<file path="config.mk">
export PLATFORM = sky130hd
export DESIGN_NAME = vec_player
export DESIGN_NICKNAME = d
export VERILOG_FILES = /design/src/rtl/vp_pkg.sv /design/src/rtl/vp_mem.sv /design/src/rtl/vp_seq.sv /design/src/rtl/vp_cmp.sv /design/src/rtl/vec_player.sv
export SDC_FILE = /design/constraint.sdc
export NUM_CORES = 1
export LEC_CHECK = 0
export ABC_AREA = 1
export BUFFER_PORTS_ARGS = -buffer_cell sky130_fd_sc_hd__buf_2
export CORE_UTILIZATION = 54
export CTS_BUF_LIST = sky130_fd_sc_hd__clkbuf_4
export DETAILED_ROUTE_END_ITERATION = 12
export PLACE_DENSITY = 0.78
export SLEW_MARGIN = 20
export SYNTH_ARGS = -nofsm -noshare
export SYNTH_HDL_FRONTEND = slang
export SYNTH_SLANG_ARGS = --single-unit
</file>
<file path="constraint.sdc">
create_clock -name clk -period 8.9 [get_ports clk]
set_input_delay 2.225 -clock clk [delete_from_list [all_inputs] [get_ports clk]]
set_output_delay 2.225 -clock clk [all_outputs]
set_load 0.02 [all_outputs]
</file>
<file path="src/rtl/vp_pkg.sv">
package vp_pkg;
  typedef enum logic [1:0] {
    VP_IDLE  = 2'd0,
    VP_PRIME = 2'd1,
    VP_PLAY  = 2'd2
  } vp_state_e;
endpackage

</file>
<file path="src/rtl/vp_mem.sv">
// Simple dual-port line store: one write port, one registered read port.
module vp_mem #(
  parameter int WIDTH = 41,
  parameter int DEPTH = 16,
  localparam int AW = $clog2(DEPTH)
) (
  input  logic             clk,
  input  logic             we,
  input  logic [AW-1:0]    waddr,
  input  logic [WIDTH-1:0] wdata,
  input  logic [AW-1:0]    raddr,
  output logic [WIDTH-1:0] rdata
);
  logic [WIDTH-1:0] store [DEPTH];

  always_ff @(posedge clk) begin
    if (we) store[waddr] <= wdata;
    rdata <= store[raddr];
  end
endmodule

</file>
<file path="src/rtl/vp_seq.sv">
// Playback sequencer: one-line lookahead over a registered-read memory,
// expands each line by its repeat count, counts absolute cycles.
module vp_seq
  import vp_pkg::*;
#(
  parameter int PIN_W = 8,
  parameter int DEPTH = 16,
  parameter int REP_W = 16,
  parameter int CYC_W = 32,
  localparam int AW    = $clog2(DEPTH),
  localparam int ENT_W = 3*PIN_W + REP_W + 1
) (
  input  logic             clk,
  input  logic             rst,
  input  logic             start,
  input  logic [ENT_W-1:0] q,
  output logic [AW-1:0]    raddr,
  output logic             busy,
  output logic             launch,
  output logic             active,
  output logic [PIN_W-1:0] drive,
  output logic [PIN_W-1:0] expect_w,
  output logic [PIN_W-1:0] mask,
  output logic [CYC_W-1:0] cyc,
  output logic             done
);
  localparam int DRV_LO = 0;
  localparam int EXP_LO = PIN_W;
  localparam int MSK_LO = 2*PIN_W;
  localparam int REP_LO = 3*PIN_W;
  localparam int LST_B  = 3*PIN_W + REP_W;
  localparam logic [AW-1:0] TOP_ADDR = AW'(DEPTH-1);

  vp_state_e        state;
  logic [ENT_W-1:0] cur;
  logic [AW-1:0]    cur_addr;
  logic [AW-1:0]    ptr;
  logic [AW-1:0]    ptr_nxt;
  logic [REP_W-1:0] cnt;
  logic             act_q;
  logic             done_q;
  logic [CYC_W-1:0] cyc_q;

  logic [REP_W-1:0] cur_rep;
  logic             cur_last;
  logic             fin;
  logic             at_end;
  logic             adv;

  assign cur_rep  = cur[REP_LO +: REP_W];
  assign cur_last = cur[LST_B];
  assign fin      = (cnt == cur_rep);
  assign at_end   = cur_last || (cur_addr == TOP_ADDR);
  assign launch   = (state == VP_IDLE) && start;
  assign adv      = (state == VP_PRIME) || ((state == VP_PLAY) && fin && !at_end);
  assign ptr_nxt  = (ptr == TOP_ADDR) ? '0 : ptr + 1'b1;

  always_comb begin
    if (state == VP_IDLE) raddr = '0;
    else if (adv)         raddr = ptr_nxt;
    else                  raddr = ptr;
  end

  always_ff @(posedge clk) begin
    if (rst) begin
      state    <= VP_IDLE;
      cur      <= '0;
      cur_addr <= '0;
      ptr      <= '0;
      cnt      <= '0;
      act_q    <= 1'b0;
      done_q   <= 1'b0;
      cyc_q    <= '0;
    end else begin
      done_q <= 1'b0;
      case (state)
        VP_IDLE: begin
          if (start) begin
            state <= VP_PRIME;
            ptr   <= '0;
            cyc_q <= '0;
          end
        end
        VP_PRIME: begin
          state    <= VP_PLAY;
          cur      <= q;
          cur_addr <= ptr;
          ptr      <= ptr_nxt;
          cnt      <= '0;
          act_q    <= 1'b1;
        end
        VP_PLAY: begin
          cyc_q <= cyc_q + 1'b1;
          if (!fin) begin
            cnt <= cnt + 1'b1;
          end else if (at_end) begin
            state  <= VP_IDLE;
            cur    <= '0;
            act_q  <= 1'b0;
            done_q <= 1'b1;
          end else begin
            cur      <= q;
            cur_addr <= ptr;
            ptr      <= ptr_nxt;
            cnt      <= '0;
          end
        end
        default: state <= VP_IDLE;
      endcase
    end
  end

  assign busy     = (state != VP_IDLE);
  assign active   = act_q;
  assign drive    = cur[DRV_LO +: PIN_W];
  assign expect_w = cur[EXP_LO +: PIN_W];
  assign mask     = cur[MSK_LO +: PIN_W];
  assign cyc      = cyc_q;
  assign done     = done_q;
endmodule

</file>
<file path="src/rtl/vp_cmp.sv">
// Masked response compare with sticky fail and first-fail cycle capture.
module vp_cmp #(
  parameter int PIN_W = 8,
  parameter int CYC_W = 32
) (
  input  logic             clk,
  input  logic             rst,
  input  logic             launch,
  input  logic             active,
  input  logic [PIN_W-1:0] expect_w,
  input  logic [PIN_W-1:0] mask,
  input  logic [PIN_W-1:0] dut_in,
  input  logic [CYC_W-1:0] cyc,
  output logic             fail,
  output logic [CYC_W-1:0] first_cyc
);
  logic mism;
  assign mism = |((dut_in ^ expect_w) & mask);

  always_ff @(posedge clk) begin
    if (rst || launch) begin
      fail      <= 1'b0;
      first_cyc <= '0;
    end else if (active && mism && !fail) begin
      fail      <= 1'b1;
      first_cyc <= cyc;
    end
  end
endmodule

</file>
<file path="src/rtl/vec_player.sv">
module vec_player #(
  parameter int PIN_W = 8,
  parameter int DEPTH = 16,
  parameter int REP_W = 16,
  parameter int CYC_W = 32,
  localparam int AW = $clog2(DEPTH)
) (
  input  logic             clk,
  input  logic             rst,
  input  logic             start,
  input  logic             wr_en,
  input  logic [AW-1:0]    wr_addr,
  input  logic [PIN_W-1:0] wr_drive,
  input  logic [PIN_W-1:0] wr_expect,
  input  logic [PIN_W-1:0] wr_mask,
  input  logic [REP_W-1:0] wr_rep,
  input  logic             wr_last,
  input  logic [PIN_W-1:0] dut_in,
  output logic [PIN_W-1:0] pin_out,
  output logic             active,
  output logic             done,
  output logic             fail,
  output logic [CYC_W-1:0] first_fail_cyc
);
  localparam int ENT_W = 3*PIN_W + REP_W + 1;

  logic [ENT_W-1:0] wdata;
  logic [ENT_W-1:0] q;
  logic [AW-1:0]    raddr;
  logic             busy;
  logic             launch;
  logic [PIN_W-1:0] expect_w;
  logic [PIN_W-1:0] mask;
  logic [CYC_W-1:0] cyc;
  logic             we;

  assign wdata = {wr_last, wr_rep, wr_mask, wr_expect, wr_drive};
  assign we    = wr_en && !busy;

  vp_mem #(.WIDTH(ENT_W), .DEPTH(DEPTH)) u_mem (
    .clk(clk), .we(we), .waddr(wr_addr), .wdata(wdata),
    .raddr(raddr), .rdata(q)
  );

  vp_seq #(.PIN_W(PIN_W), .DEPTH(DEPTH), .REP_W(REP_W), .CYC_W(CYC_W)) u_seq (
    .clk(clk), .rst(rst), .start(start), .q(q), .raddr(raddr),
    .busy(busy), .launch(launch), .active(active), .drive(pin_out),
    .expect_w(expect_w), .mask(mask), .cyc(cyc), .done(done)
  );

  vp_cmp #(.PIN_W(PIN_W), .CYC_W(CYC_W)) u_cmp (
    .clk(clk), .rst(rst), .launch(launch), .active(active),
    .expect_w(expect_w), .mask(mask), .dut_in(dut_in), .cyc(cyc),
    .fail(fail), .first_cyc(first_fail_cyc)
  );
endmodule

</file>
==> results.toml <==
[pwr]
pwr_density_cell_mw_per_mm2 = 289
power_leakage_nw = 16.8
vdd_drop_max_uv = 479

[layout]
syn2layout_area_growth_pct = 9.85
layout.nets = 3876
drive_above_1_share = 0.127
post-route-cell-area_mm2 = 0.0402
final_cells = 4862

[detailed_routing]
via_per_inst = 5.66
drcViolationCount = 0
ant_nets = 0
drt-initial-drc-count = 3268
first_pass_iters = 6
wl_mm = 91.8
post_drt_wl_per_cell_um = 18.9
num_vias = 27540

[global_routing]
antenna_found_initial = 7
grt_usage = 0.270
grt_pass1_wl_mm = 143
grt_pass1_vias = 26679
grt_max_degree = 222
gr-total-overflow = 0

[clocking]
cts_tree = "done"
post-cts-setup-buffers = 0
clk-insertion-delay-late_ns = 1.07
cts.sinks = 831
cts_resized = 0
cts-root-buf = "clkbuf_4"
htreeDepth = 4
path_clk_slew_ns = 0.07
cts_buffers = 204
ctsLongestPathBuffers = 3
hold_buffers = 0

[synthesis]
synth_warnings = 0
netlist_area_mm2 = 0.0366
synth_nets = 3784
syn_avg_cell_area_um2 = 9.83
synth-seq-cells = 831
ys.flop_type = "edfxtp_1"
synth-edff-count = 656
yosysTopAreaCellShare = 0.539
synth.most_common_cell = "inv_1"
synthTopCellsByCount = "inv_1 (736), edfxtp_1 (656), nand3_1 (613)"
synth_seq_area_share = 0.635
yosys.area.top_type = "edfxtp_1"
synth_area_leaders = "edfxtp_1 (54%), dfxtp_1 (9.6%), nand3_1 (8.4%)"
async_reset_ff_frac = 0
synthCells = 3719
synth.distinct_cells = 38

[timing]
fin_setup_tns_ns = 0
skew_ns = 0.0533
timing.final.crit_share = 0.506
setup_viol = 0
rsz0062_at_grt = "no"
drv_slew = 0
worst_slew_pin_slew_ns = 1.17
fin_crit_ns = 4.50
clock.fmax_mhz = 222
hold_ws_ns = 0.452
setup_slack_ns = 4.40
relSlewSlack = 0.220
finalHoldViolations = 0

[floorplan]
coreArea_mm2 = 0.0670
top_level_ports = 100
row_count = 95
floorplan.initialDensity = 0.545
die_area_mm2 = 0.0687
fp.dieH_um = 262
die_w_um = 262

[worst_setup_path]
cp_max_fo = 148
cp.required_ns = 9.88
path_class = "flop to flop"
endpoint_kind = "flop"
cp.arrival_ns = 5.48
startpoint_type = "flop"

[placed_design]
io_buffers = 99
gp_congestion = 0.901
place_ws_ns = 4.19
place_area_mm2 = 0.0374
dp_hpwl_mm = 44.8
dp.cells = 4478

[worst_hold_path]
hold_path.class = "flop to flop"

[status]
status = "finished, final reports clean"

[run]
drv_cap = 0
## sequential cells by signal, summed over array words and instances, names as in the netlist
signal and flops:
u_mem.store 656, u_mem.rdata 41, u_seq.cur 41, u_cmp.first_cyc 32, u_seq.cyc 32, u_seq.cnt 16
u_seq.cur_addr 4, u_seq.ptr 4, u_seq.state 2, u_cmp.fail 1, u_seq.active 1, u_seq.done 1
## final cells by class
class	instances	area (µm²)
Clock inverter	76	435
Timing Repair Buffer	135	807
Clock buffer	302	2270
Antenna cell	6	15.0
Multi-Input combinational cell	1891	9510
Tap cell	873	1090
Inverter	748	2820
Sequential cell	831	23200
Fill cell	5354	26900
## path summary, 6_finish.rpt
path	start	depth (start not counted)	slack [ns]	end
min	u_seq.cur_addr[3]	2	0.45	u_seq.cur_addr[3]
max reg2reg	u_seq.state[0]	10	4.40	u_mem.rdata[13]
min reg2reg	u_seq.cur_addr[3]	2	0.45	u_seq.cur_addr[3]
max	u_seq.state[0]	10	4.40	u_mem.rdata[13]
## routing by layer
metal | GRT usage | part of all wire | vias up
met2 | 0.433 | 0.48 | 1539
li1 | - | - | 12889
met5 | 0 | 0.00027 | -
met3 | 0.0618 | 0.10 | 193
met4 | 0.109 | 0.023 | 4
met1 | 0.357 | 0.40 | 12915
## kinds of logic after synthesis
| group | count (synthesis) | share of synthesized area |
|---|---|---|
| and+or+nand+nor | 1716 | 0.227 |
| xor gates and xnor gates | 15 | 0.00359 |
| buffers and inverters | 997 | 0.110 |
| adders and majority gates | 8 | 0.00274 |
| AOI/OAI and AO/OA | 152 | 0.0218 |
| DFF | 831 | 0.635 |
## cell usage in the layout (no fill, tap or decap), types with 4 or more instances in the layout
cell type / count
a211oi_1: 5
a21oi_1: 97
buf_2: 99
buf_4: 32
bufinv_16: 5
clkbuf_4: 302
clkinv_1: 58
clkinv_2: 9
dfxtp_1: 175
diode_2: 6
edfxtp_1: 656
ha_1: 8
inv_1: 735
inv_2: 13
nand2_1: 595
nand3_1: 611
nand4_1: 371
nor2_1: 65
nor2_2: 4
nor2_4: 17
nor3_1: 20
nor3b_1: 8
nor4_1: 8
o21ai_0: 43
xnor2_1: 5
xor2_1: 10
## through the flow
stage / total power, mW / util
finish: 11.6 / 0.599
global route: 12.2 / 0.599
global placement: 8.27 / 0.558
CTS: 11.6 / 0.599
floorplan: 7.44 / -
detailed placement: 8.36 / 0.558
## worst max-delay path, stage by stage (launching register included)
cell and delay (ns):
dfxtp_1 0.40, inv_1 0.09, ha_1 0.31, inv_8 0.65
o21ai_0 0.33, nor2_4 0.71, clkinv_2 0.84, buf_4 0.63
nand3_1 0.22, nand3_1 0.10, nand2_1 0.10
## report_power, final
group	total, mW	switching (mW)	internal [mW]
Clock	3.21	1.51	1.70
Sequential	4.65	0.179	4.47
Combinational	3.74	2.83	0.909
Total	11.6	4.53	7.08
No activity file was read; power rests on OpenSTA's default activity.
